<file path="config.mk">
export PLATFORM = sky130hd
export DESIGN_NAME = synthCfgLoader
export DESIGN_NICKNAME = d
export VERILOG_FILES = /design/src/rtl/synthCfgPkg.sv /design/src/rtl/cfgSync.sv /design/src/rtl/cfgLoaderCtrl.sv /design/src/rtl/cfgLoaderPath.sv /design/src/rtl/synthCfgLoader.sv
export SDC_FILE = /design/constraint.sdc
export NUM_CORES = 1
export LEC_CHECK = 0
export BUFFER_PORTS_ARGS = -buffer_cell sky130_fd_sc_hd__buf_2
export CAP_MARGIN = 0
export CORE_ASPECT_RATIO = 0.8
export CORE_UTILIZATION = 50
export CTS_BUF_LIST = sky130_fd_sc_hd__clkbuf_4 sky130_fd_sc_hd__clkbuf_8
export CTS_CLUSTER_DIAMETER = 120
export DETAILED_ROUTE_END_ITERATION = 8
export PLACE_DENSITY = 0.73
export SYNTH_ARGS = -nofsm -noshare
export SYNTH_HDL_FRONTEND = slang
export SYNTH_HIERARCHICAL = 1
export SYNTH_SLANG_ARGS = --single-unit
</file>
<file path="constraint.sdc">
create_clock -name clk -period 3.1 [get_ports clk]
set_clock_uncertainty 0.1 [all_clocks]
set_input_delay 0.62 -clock clk [delete_from_list [all_inputs] [get_ports clk]]
set_output_delay 0.62 -clock clk [all_outputs]
set_load 0.01 [all_outputs]
</file>
<file path="src/rtl/synthCfgPkg.sv">
package synthCfgPkg;
  localparam int NUM_CH     = 2;
  localparam int NUM_LATCH  = 2 * NUM_CH;
  localparam int SHIFT_W    = 23;
  localparam int CN_W       = 2;
  localparam int TEST_W     = 2;
  localparam int REF_W      = 14;
  localparam int SWAL_W     = 7;
  localparam int MAIN_W     = 11;
  localparam int TEST_LSB   = CN_W;
  localparam int REF_LSB    = TEST_LSB + TEST_W;
  localparam int PUMP_POS   = REF_LSB + REF_W;
  localparam int SWAL_LSB   = CN_W;
  localparam int MAIN_LSB   = SWAL_LSB + SWAL_W;

  typedef struct packed {
    logic               shiftEn;
    logic [NUM_LATCH-1:0] loadSel;
  } cfgStrobe_t;

  typedef struct packed {
    logic [TEST_W-1:0] test;
    logic [REF_W-1:0]  div;
    logic              pump;
  } refFields_t;

  typedef struct packed {
    logic [MAIN_W-1:0] cnt;
    logic [SWAL_W-1:0] swallow;
  } mainFields_t;
endpackage

</file>
<file path="src/rtl/cfgSync.sv">
module cfgSync #(
  parameter int STAGES = 2
) (
  input  logic clk,
  input  logic rstN,
  input  logic d,
  output logic q
);
  logic [STAGES-1:0] chain;

  always_ff @(posedge clk or negedge rstN) begin
    if (!rstN) chain <= '0;
    else       chain <= {chain[STAGES-2:0], d};
  end

  assign q = chain[STAGES-1];
endmodule

</file>
<file path="src/rtl/cfgLoaderCtrl.sv">
module cfgLoaderCtrl
  import synthCfgPkg::*;
#(
  parameter int SYNC_STAGES = 2
) (
  input  logic            clk,
  input  logic            rstN,
  input  logic            serClkRaw,
  input  logic            serDataRaw,
  input  logic            loadEnRaw,
  input  logic [CN_W-1:0] cnBits,
  output cfgStrobe_t      strb,
  output logic            dataBit
);
  localparam int NUM_IN = 3;

  logic [NUM_IN-1:0] rawIn;
  logic [NUM_IN-1:0] syncIn;
  logic clkPrev;
  logic lePrev;
  logic clkEdge;
  logic loadEdge;

  assign rawIn = {loadEnRaw, serDataRaw, serClkRaw};

  for (genvar i = 0; i < NUM_IN; i++) begin : g_sync
    cfgSync #(.STAGES(SYNC_STAGES)) i_sync (
      .clk (clk),
      .rstN(rstN),
      .d   (rawIn[i]),
      .q   (syncIn[i])
    );
  end

  always_ff @(posedge clk or negedge rstN) begin
    if (!rstN) begin
      clkPrev <= 1'b0;
      lePrev  <= 1'b0;
    end else begin
      clkPrev <= syncIn[0];
      lePrev  <= syncIn[2];
    end
  end

  assign clkEdge  = syncIn[0] & ~clkPrev;
  assign loadEdge = syncIn[2] & ~lePrev;
  assign dataBit  = syncIn[1];

  always_comb begin
    strb.shiftEn = clkEdge;
    strb.loadSel = '0;
    if (loadEdge) strb.loadSel = NUM_LATCH'(1) << cnBits;
  end

  AST_LOAD_ONEHOT: assert property (@(posedge clk) disable iff (!rstN)
    $onehot0(strb.loadSel));
  AST_SINGLE_LOAD: assert property (@(posedge clk) disable iff (!rstN)
    (strb.loadSel != '0) |=> (strb.loadSel == '0));
endmodule

</file>
<file path="src/rtl/cfgLoaderPath.sv">
module cfgLoaderPath
  import synthCfgPkg::*;
#(
  parameter int REF_MIN  = 3,
  parameter int MAIN_MIN = 3
) (
  input  logic                    clk,
  input  logic                    rstN,
  input  cfgStrobe_t              strb,
  input  logic                    dataBit,
  output logic [CN_W-1:0]         cnBits,
  output refFields_t [NUM_CH-1:0] refQ,
  output mainFields_t [NUM_CH-1:0] mainQ,
  output logic [NUM_CH-1:0]       refLow,
  output logic [NUM_CH-1:0]       mainLow
);
  logic [SHIFT_W-1:0] shiftReg;

  always_ff @(posedge clk or negedge rstN) begin
    if (!rstN)             shiftReg <= '0;
    else if (strb.shiftEn) shiftReg <= {shiftReg[SHIFT_W-2:0], dataBit};
  end

  assign cnBits = shiftReg[CN_W-1:0];

  AST_SHIFT_HOLD: assert property (@(posedge clk) disable iff (!rstN)
    !strb.shiftEn |=> $stable(shiftReg));
  AST_SHIFT_IN: assert property (@(posedge clk) disable iff (!rstN)
    strb.shiftEn |=> (shiftReg[0] == $past(dataBit)));

  for (genvar ch = 0; ch < NUM_CH; ch++) begin : g_ch
    always_ff @(posedge clk or negedge rstN) begin
      if (!rstN) begin
        refQ[ch] <= '0;
      end else if (strb.loadSel[ch]) begin
        refQ[ch].test <= shiftReg[TEST_LSB +: TEST_W];
        refQ[ch].div  <= shiftReg[REF_LSB +: REF_W];
        refQ[ch].pump <= shiftReg[PUMP_POS];
      end
    end

    always_ff @(posedge clk or negedge rstN) begin
      if (!rstN) begin
        mainQ[ch] <= '0;
      end else if (strb.loadSel[NUM_CH + ch]) begin
        mainQ[ch].swallow <= shiftReg[SWAL_LSB +: SWAL_W];
        mainQ[ch].cnt     <= shiftReg[MAIN_LSB +: MAIN_W];
      end
    end

    assign refLow[ch]  = (32'(refQ[ch].div) < REF_MIN);
    assign mainLow[ch] = (32'(mainQ[ch].cnt) < MAIN_MIN);

    AST_REF_KEEP: assert property (@(posedge clk) disable iff (!rstN)
      !strb.loadSel[ch] |=> $stable(refQ[ch]));
    AST_MAIN_KEEP: assert property (@(posedge clk) disable iff (!rstN)
      !strb.loadSel[NUM_CH + ch] |=> $stable(mainQ[ch]));
    AST_REF_CAPTURE: assert property (@(posedge clk) disable iff (!rstN)
      strb.loadSel[ch] |=> (refQ[ch].div == $past(shiftReg[REF_LSB +: REF_W])));
    AST_MAIN_CAPTURE: assert property (@(posedge clk) disable iff (!rstN)
      strb.loadSel[NUM_CH + ch] |=> (mainQ[ch].cnt == $past(shiftReg[MAIN_LSB +: MAIN_W])));
  end
endmodule

</file>
<file path="src/rtl/synthCfgLoader.sv">
module synthCfgLoader
  import synthCfgPkg::*;
#(
  parameter int SYNC_STAGES = 2,
  parameter int REF_MIN     = 3,
  parameter int MAIN_MIN    = 3
) (
  input  logic              clk,
  input  logic              rstN,
  input  logic              serClk,
  input  logic              serData,
  input  logic              loadEn,
  output logic [REF_W-1:0]  txRefDiv,
  output logic [TEST_W-1:0] txTestBits,
  output logic              txPumpSel,
  output logic [MAIN_W-1:0] txMainCnt,
  output logic [SWAL_W-1:0] txSwallowCnt,
  output logic              txRefLow,
  output logic              txMainLow,
  output logic [REF_W-1:0]  rxRefDiv,
  output logic [TEST_W-1:0] rxTestBits,
  output logic              rxPumpSel,
  output logic [MAIN_W-1:0] rxMainCnt,
  output logic [SWAL_W-1:0] rxSwallowCnt,
  output logic              rxRefLow,
  output logic              rxMainLow
);
  cfgStrobe_t               strb;
  logic                     dataBit;
  logic [CN_W-1:0]          cnBits;
  refFields_t [NUM_CH-1:0]  refQ;
  mainFields_t [NUM_CH-1:0] mainQ;
  logic [NUM_CH-1:0]        refLow;
  logic [NUM_CH-1:0]        mainLow;

  cfgLoaderCtrl #(.SYNC_STAGES(SYNC_STAGES)) i_ctrl (
    .clk       (clk),
    .rstN      (rstN),
    .serClkRaw (serClk),
    .serDataRaw(serData),
    .loadEnRaw (loadEn),
    .cnBits    (cnBits),
    .strb      (strb),
    .dataBit   (dataBit)
  );

  cfgLoaderPath #(.REF_MIN(REF_MIN), .MAIN_MIN(MAIN_MIN)) i_path (
    .clk    (clk),
    .rstN   (rstN),
    .strb   (strb),
    .dataBit(dataBit),
    .cnBits (cnBits),
    .refQ   (refQ),
    .mainQ  (mainQ),
    .refLow (refLow),
    .mainLow(mainLow)
  );

  assign txRefDiv     = refQ[0].div;
  assign txTestBits   = refQ[0].test;
  assign txPumpSel    = refQ[0].pump;
  assign txMainCnt    = mainQ[0].cnt;
  assign txSwallowCnt = mainQ[0].swallow;
  assign txRefLow     = refLow[0];
  assign txMainLow    = mainLow[0];
  assign rxRefDiv     = refQ[1].div;
  assign rxTestBits   = refQ[1].test;
  assign rxPumpSel    = refQ[1].pump;
  assign rxMainCnt    = mainQ[1].cnt;
  assign rxSwallowCnt = mainQ[1].swallow;
  assign rxRefLow     = refLow[1];
  assign rxMainLow    = mainLow[1];
endmodule

</file>
== Word-level counts from Yosys, hierarchy flattened ==
Index checks and enable logic that the tools add are counted.

* Bits of input ports: 5
* Register bits after elaboration: 98

* $lt $le $gt $ge: 4
* Mux-type cells: 1
* Bitwise logic cells: 4
* Shifts and indexed selects: 1

{| class="wikitable"
|+ Operators with widths
! kind !! count
|-
| 14-bit by 2-bit less-than comparator with 1-bit output, second input constant || 2
|-
| 11-bit by 2-bit less-than comparator with 1-bit output, second input constant || 2
|-
| 4-bit 2-to-1 mux || 1
|-
| 1-bit by 2-bit left shift with 4-bit output, first input constant || 1
|-
| 1-bit AND || 2
|-
| 1-bit NOT || 2
|}

== Longest topological paths before layout ==
Gate-level depths: netlist of the first run.

* Depth in word-level cells: 3
* Depth in mapped cells: 5
* Depth with buffers taken out: 2

== Cells and area by module ==
Netlist of the first run, hierarchy kept.

{| class="wikitable"
|+ Modules (own cells, without submodules)
! module !! instances !! area an instance (um^2) !! cells each
|-
| cfgLoaderPath || 1 || 3678.5 || 210
|-
| cfgSync || 3 || 50.0 || 2
|-
| cfgLoaderCtrl || 1 || 113.9 || 8
|}

== Least setup slack after synthesis of the first run ==
No wires, ideal clock.

* Path kind: flip-flop to output port
* Start point: register, netlist name i_path/refQ[22]
* End point: output port rxRefLow
* Buffers on the path: 0
* Cell stages (with the launch flop): 3
* Arrival time: 0.903 ns
* Path slack: 1.477 ns
* Data required time: 2.380 ns
* Cell sequence: dfrtp_1 -> nor4_1 -> and4_1

* Longest elaborated chain between the ends: 1

{| class="wikitable"
|+ RTL lines
! item !! RTL line !! text
|-
| 14-bit by 2-bit less-than comparator with 1-bit output || cfgLoaderPath.sv:51 || <nowiki>assign refLow[ch] = (32'(refQ[ch].div) < REF_MIN);</nowiki>
|-
| end, declared || synthCfgLoader.sv:25 || <nowiki>output logic rxRefLow,</nowiki>
|}

No other way between the ends.

== Worst setup path after layout of the first run ==
* Start point: register, netlist name i_path/refQ[13]
* End point: output port txRefLow

* Longest elaborated chain between the ends: 1

{| class="wikitable"
|+ RTL lines
! item !! RTL line !! text
|-
| 14-bit by 2-bit less-than comparator with 1-bit output || cfgLoaderPath.sv:51 ||
|-
| end, declared || synthCfgLoader.sv:18 || <nowiki>output logic txRefLow,</nowiki>
|}

No other way between the ends.

==> results of run 1 <==
## flip-flops by register name, summed over array words and instances (netlist names)
name	count
i_path/mainQ	36
i_path/refQ	34
i_ctrl/lePrev	1
i_path/shiftReg	20
i_ctrl/g_sync.i_sync/chain	6
i_ctrl/clkPrev	1
## final cells by class
class,instances,area [um2],share of cell area (%)
flip-flops and latches,98,2450,53.5
clock buffers,12,153,3.33
repair buffers,83,430,9.39
well taps,105,131,2.86
clock inverters,4,75.1,1.64
multi-input cells,113,1340,29.3
## layout by cell type, fill, tap and decap left out
master / n
dfrtp_1: 98
buf_2: 77
mux2_2: 50
mux2_4: 40
clkbuf_8: 10
nor4_1: 8
buf_4: 6
clkbuf_4: 2
bufinv_16: 2
clkinvlp_4: 2
and4bb_2: 2
a211oi_1: 2
nor3_1: 2
and3_1: 2
nand2_1: 2
and4_1: 2
nor4b_4: 1
nor2b_2: 1
and4b_1: 1
## through the flow
| stage | hold WS (ps) | worst slack [ps] | util [%] |
|---|---|---|---|
| floorplan | 224 | 1480 | - |
| global placement | 232 | 1310 | 57.9 |
| detailed placement | 235 | 1240 | 57.9 |
| CTS | 134 | 835 | 60.9 |
| global route | 163 | 806 | 60.9 |
| finish | 131 | 883 | 60.9 |
## power by group through the flow
stage          clock (mW)  combinational, mW  sequential (mW)
6_report            0.905               1.16             2.06
5_1_grt             0.985               1.25             2.11
4_1_cts             0.936               1.17             2.05
3_5_place_dp            0               1.17             2.08
3_3_place_gp            0               1.14             2.06
2_1_floorplan           0              0.623             2.08
## worst max path at each step
stage | endpoint | slack, ps | startpoint | depth (start not counted)
final | txRefLow | 880 | i_path/refQ[13] | 3
after floorplan | rxRefLow | 1480 | i_path/refQ[22] | 2
after global placement | i_path/mainQ[17] | 1310 | i_path/shiftReg[0] | 2
after CTS | txRefLow | 830 | i_path/refQ[13] | 3
after detailed placement | txRefLow | 1240 | i_path/refQ[13] | 3
after global routing | txRefLow | 810 | i_path/refQ[13] | 3
## cell families after synthesis
logic type / count (synthesis)
compound gates: 2
buf+inv: 13
flops: 98
mux: 90
simple gates: 21
## layer usage
metal | vias up | share of wire, % | GRT usage [%]
met3 | 4 | 4.1 | 4.94
met4 | 0 | 0.38 | 5.65
li1 | 975 | - | -
met2 | 68 | 42 | 26.9
met1 | 1143 | 53 | 31.1
met5 | - | 0 | 0
==> run metrics, run 1 <==
outcome finished, final reports clean; clk slew on worst S/H paths 90 ps; largest family of logic cells by synthesized area multiplexers; leading area contributor after synthesis dfrtp_1; CTS tree yes; synthesis-stage register bit count 98; clk buf depth 2; CTS Root Cell clkbuf_8; number of distinct library cells after synthesis 17; setup TNS 0 ps; fin crit period 2220 ps; initial drt markers 105; post-synthesis xor/xnor area fraction 0%; postcts setup bufs 0; Post-synth EDFFs 0; WP buf/inv 1; crit-path cells nor4_1 > and4_1 > buf_2; Worst EP required 2380 ps; reg-to-reg startpoint i_path/shiftReg[0]; Slew @ Worst Pin 1020 ps; Reg2Reg Setup Slack 1270 ps; Placer Congestion 0.700; I/O Buffers 78; Critical Path Source Type flop; post-synthesis average cell area 17.6 um2; initial antenna violation count 0; placed insts 399; max cap viols 0; Clock Sinks 98; cell row count 28; vias in the first global route 2118; Post-Syn Nets 229; Syn-to-layout area delta 16.3%; CTS resizes 0; Sw Share 31.2%; Routed Wire Length 7.58 mm; P_int 2.84 mW; post-synthesis mux area share 29.5%; Top delay family on crit path simple AND/OR/NAND/NOR gates; DP Area 4360 um2; global-route wire length before repair 11.9 mm; PD cells 899 nW/um2; Compound-Gate Fraction of Synth Area 0.381%; Die Footprint 8250 um2; core area 7530 um2; Syn Std Cell Area 3940 um2; simple-gate share of the synthesized area 3.90%; fin crit share 71.5%; Clock Latency Late Sink 350 ps; Crit Path Class reg -> out; final std cells w/o fill 415; top cell type's share of synthesized area 62.2%; Post-DRT Antenna Nets 0; f_max 0.451 GHz; die height 81.4 um; worst hold path type in -> async; Max H-tree Level 3; nets 310; count leader, synth dfrtp_1; NetSw 1.29 mW; RSZ-0062 raised after global routing false; layout cells sized above 1 62.3%; routed len/inst 18.3 um; Hold-fix buffers, CTS 0; relative slew slack 31.8%; Hold Fails Final Rpt 0; Arrival @ worst endpoint 1500 ps; ys async rst share 100%; register area share after synthesis 62.2%; # DRC 0; R2R cell count 2; Critical Path End Type output port; Fillers 577; top post-synthesis cells by count dfrtp_1 (98), mux2_2 (50), mux2_4 (40); overall global routing resource usage 19.8%; worst-path maximum fanout 3; Synth Area in Adders 0%; Synth warnings 6; R2R Path End i_path/mainQ[4]; GRT Residual Overflow 0; via density per instance 5.28; clock share of power 22.0%; Setup Viol. Count Final 0; Leakage 2.34 nW; via count 2190; DPL Wire Length 5.20 mm; drt first pass iters 4; Top FF cell, synth dfrtp_1; # diodes 0; Crit-path slowest cell dfrtp_1; final instance area 4590 um2; die width 101 um; Max stage delay on crit path 400 ps; Num CTS Buffers 9; top cells by area, synth dfrtp_1 (62%), mux2_4 (15%), mux2_2 (14%), buf_12 (2.0%), nor4_1 (1.3%); Ports 79; Cells after Synth 224; fin. max-slew vios 0; Max VDD drop 0.414 mV; largest net degree at the start of global routing 42; Sequential Power Share 50.0%; Initial Utilization 52.3%; power consumption 4.12 mW; combinational share of power 28.1%
Note: power is estimated with default switching activity, not from simulation.
==> run 2, diff against run 1 <==
==> constraint.sdc (replaced) <==
create_clock -name clk -period 2.35 [get_ports clk]
set_clock_uncertainty 0.1 [all_clocks]
set_input_delay 0.47 -clock clk [delete_from_list [all_inputs] [get_ports clk]]
set_output_delay 0.47 -clock clk [all_outputs]
set_load 0.01 [all_outputs]
==> run 2 against run 1 <==
- first-iteration DRC count is 8.6% lower
- largest cell class unchanged
- sequential power is 31% higher
- via count is 2.0% lower
- flip-flop and latch count stayed put
- setup slack worse by 580 ps
- routed wire length is 4.9% lower
- sequential share of layout area hardly changed
- count of clock-buffer cells in the layout is 2 lower
- utilization hardly changed
- combinational power is 31% higher
- critical endpoint is now txMainLow
==> run metrics, run 2 (same netlist as run 1, synthesis figures left out) <==
Syn-to-layout area delta 16.4%; GRT Residual Overflow 0; cell row count 28; initial drt markers 96; PD cells 1160 nW/um2; vias in the first global route 2053; Placer Congestion 0.739; Fin Hold WS 118 ps; Num CTS Buffers 9; drt first pass iters 4; Routed Wire Length 7.21 mm; Post-DRT Antenna Nets 0; Slew @ Worst Pin 610 ps; CTS tree yes; Hold Fails Final Rpt 0; Critical Path End Type output port; max cap viols 0; clk slew on worst S/H paths 90 ps; Initial Utilization 52.3%; clk buf depth 2; setup TNS 0 ps; via count 2146; layout cells sized above 1 62.1%; Crit Path Class reg -> out; commonest cells after routing, fill and taps aside dfrtp_1 (98), buf_2 (77), mux2_2 (50), mux2_4 (40), clkbuf_8 (10); fin. max-slew vios 0; biggest regs i_path/mainQ x36, i_path/refQ x34, i_path/shiftReg x20; via density per instance 5.16; Setup Viol. Count Final 0; CTS Root Cell clkbuf_8; die width 101 um; global-route wire length before repair 11.5 mm; Die Footprint 8250 um2; Clock Latency Late Sink 350 ps; Storage cell area 2450 um2; RSZ-0062 raised after global routing false; f_max 0.488 GHz; Clock Sinks 98; Critical Path Source Type flop; # DRC 0; Worst EP required 1780 ps; core area 7530 um2; worst-path maximum fanout 3; largest net degree at the start of global routing 44; Largest Register i_path/mainQ; DPL Wire Length 5.07 mm; I/O Buffers 78; # diodes 0; worst hold path type in -> reg; Ports 79; outcome finished, final reports clean; max reg flops 36; fin crit share 87.1%; Arrival @ worst endpoint 1480 ps; Leakage 2.34 nW; Reg2Reg Setup Slack 540 ps; Max VDD drop 0.531 mV; nets 312; fin crit period 2050 ps; commonest non-fill, non-tap cell in the layout dfrtp_1; initial antenna violation count 0; Fillers 591; routed len/inst 17.3 um; die height 81.4 um; Max H-tree Level 3; overall global routing resource usage 19.1%; Multi-input gate area 1340 um2; relative slew slack 59.3%; postcts setup bufs 0
## run 2: routing by layer
metal / GRT usage [%] / up-vias / routed length (um)
met1: 29.7 / 1095 / 3810
met2: 25.6 / 67 / 3000
met4: 5.22 / 0 / 52
met5: 0 / - / 0
li1: - / 978 / -
met3: 5.79 / 6 / 351
## run 2: worst paths after layout
check,from,end,depth (start not counted)
max in group asynchronous,rstN,i_path/mainQ[27],3
min in group asynchronous,rstN,i_path/mainQ[18],2
hold / removal,loadEn,i_ctrl/g_sync[2].i_sync/chain[0],1
setup reg to reg,i_path/shiftReg[0],i_path/mainQ[4],2
setup / recovery,i_path/mainQ[13],txMainLow,3
hold reg to reg,i_ctrl/g_sync[2].i_sync/chain[0],i_ctrl/g_sync[2].i_sync/chain[1],0
## run 2: power by group
group          switching, mW  leakage (nW)  internal, mW
registers              0.511          1.27          2.19
clock network          0.559        0.0954         0.523
logic                  0.620         0.970         0.905
## run 2: per-stage QoR
stage / instance area [um2] / total power, mW / utilization (%) / setup WS [ps] / cells
floorplan: 3940 / 3.57 / - / 751 / 224
global placement: 4380 / 4.23 / 58.1 / 610 / 400
detailed placement: 4380 / 4.28 / 58.1 / 537 / 400
CTS: 4590 / 5.37 / 60.9 / 269 / 416
global route: 4590 / 5.61 / 60.9 / 188 / 416
finish: 4590 / 5.31 / 60.9 / 303 / 416
## run 2: worst max-delay path: stages (launching register included)
cell and delay [ps]:
dfrtp_1 420, nor4_1 370, and3_1 210, buf_2 120
## run 2: repair_timing
action	CTS	global route
hold endpoints to repair	28	0
hold buffers	1	0
gates resized for setup	0	0
## run 2: cell type report
type	count	share of cell area (%)
Clock buffer	10	3.00
Clock inverter	5	1.36
Multi-Input combinational cell	113	29.3
Sequential cell	98	53.4
Tap cell	105	2.86
Timing Repair Buffer	85	10.0
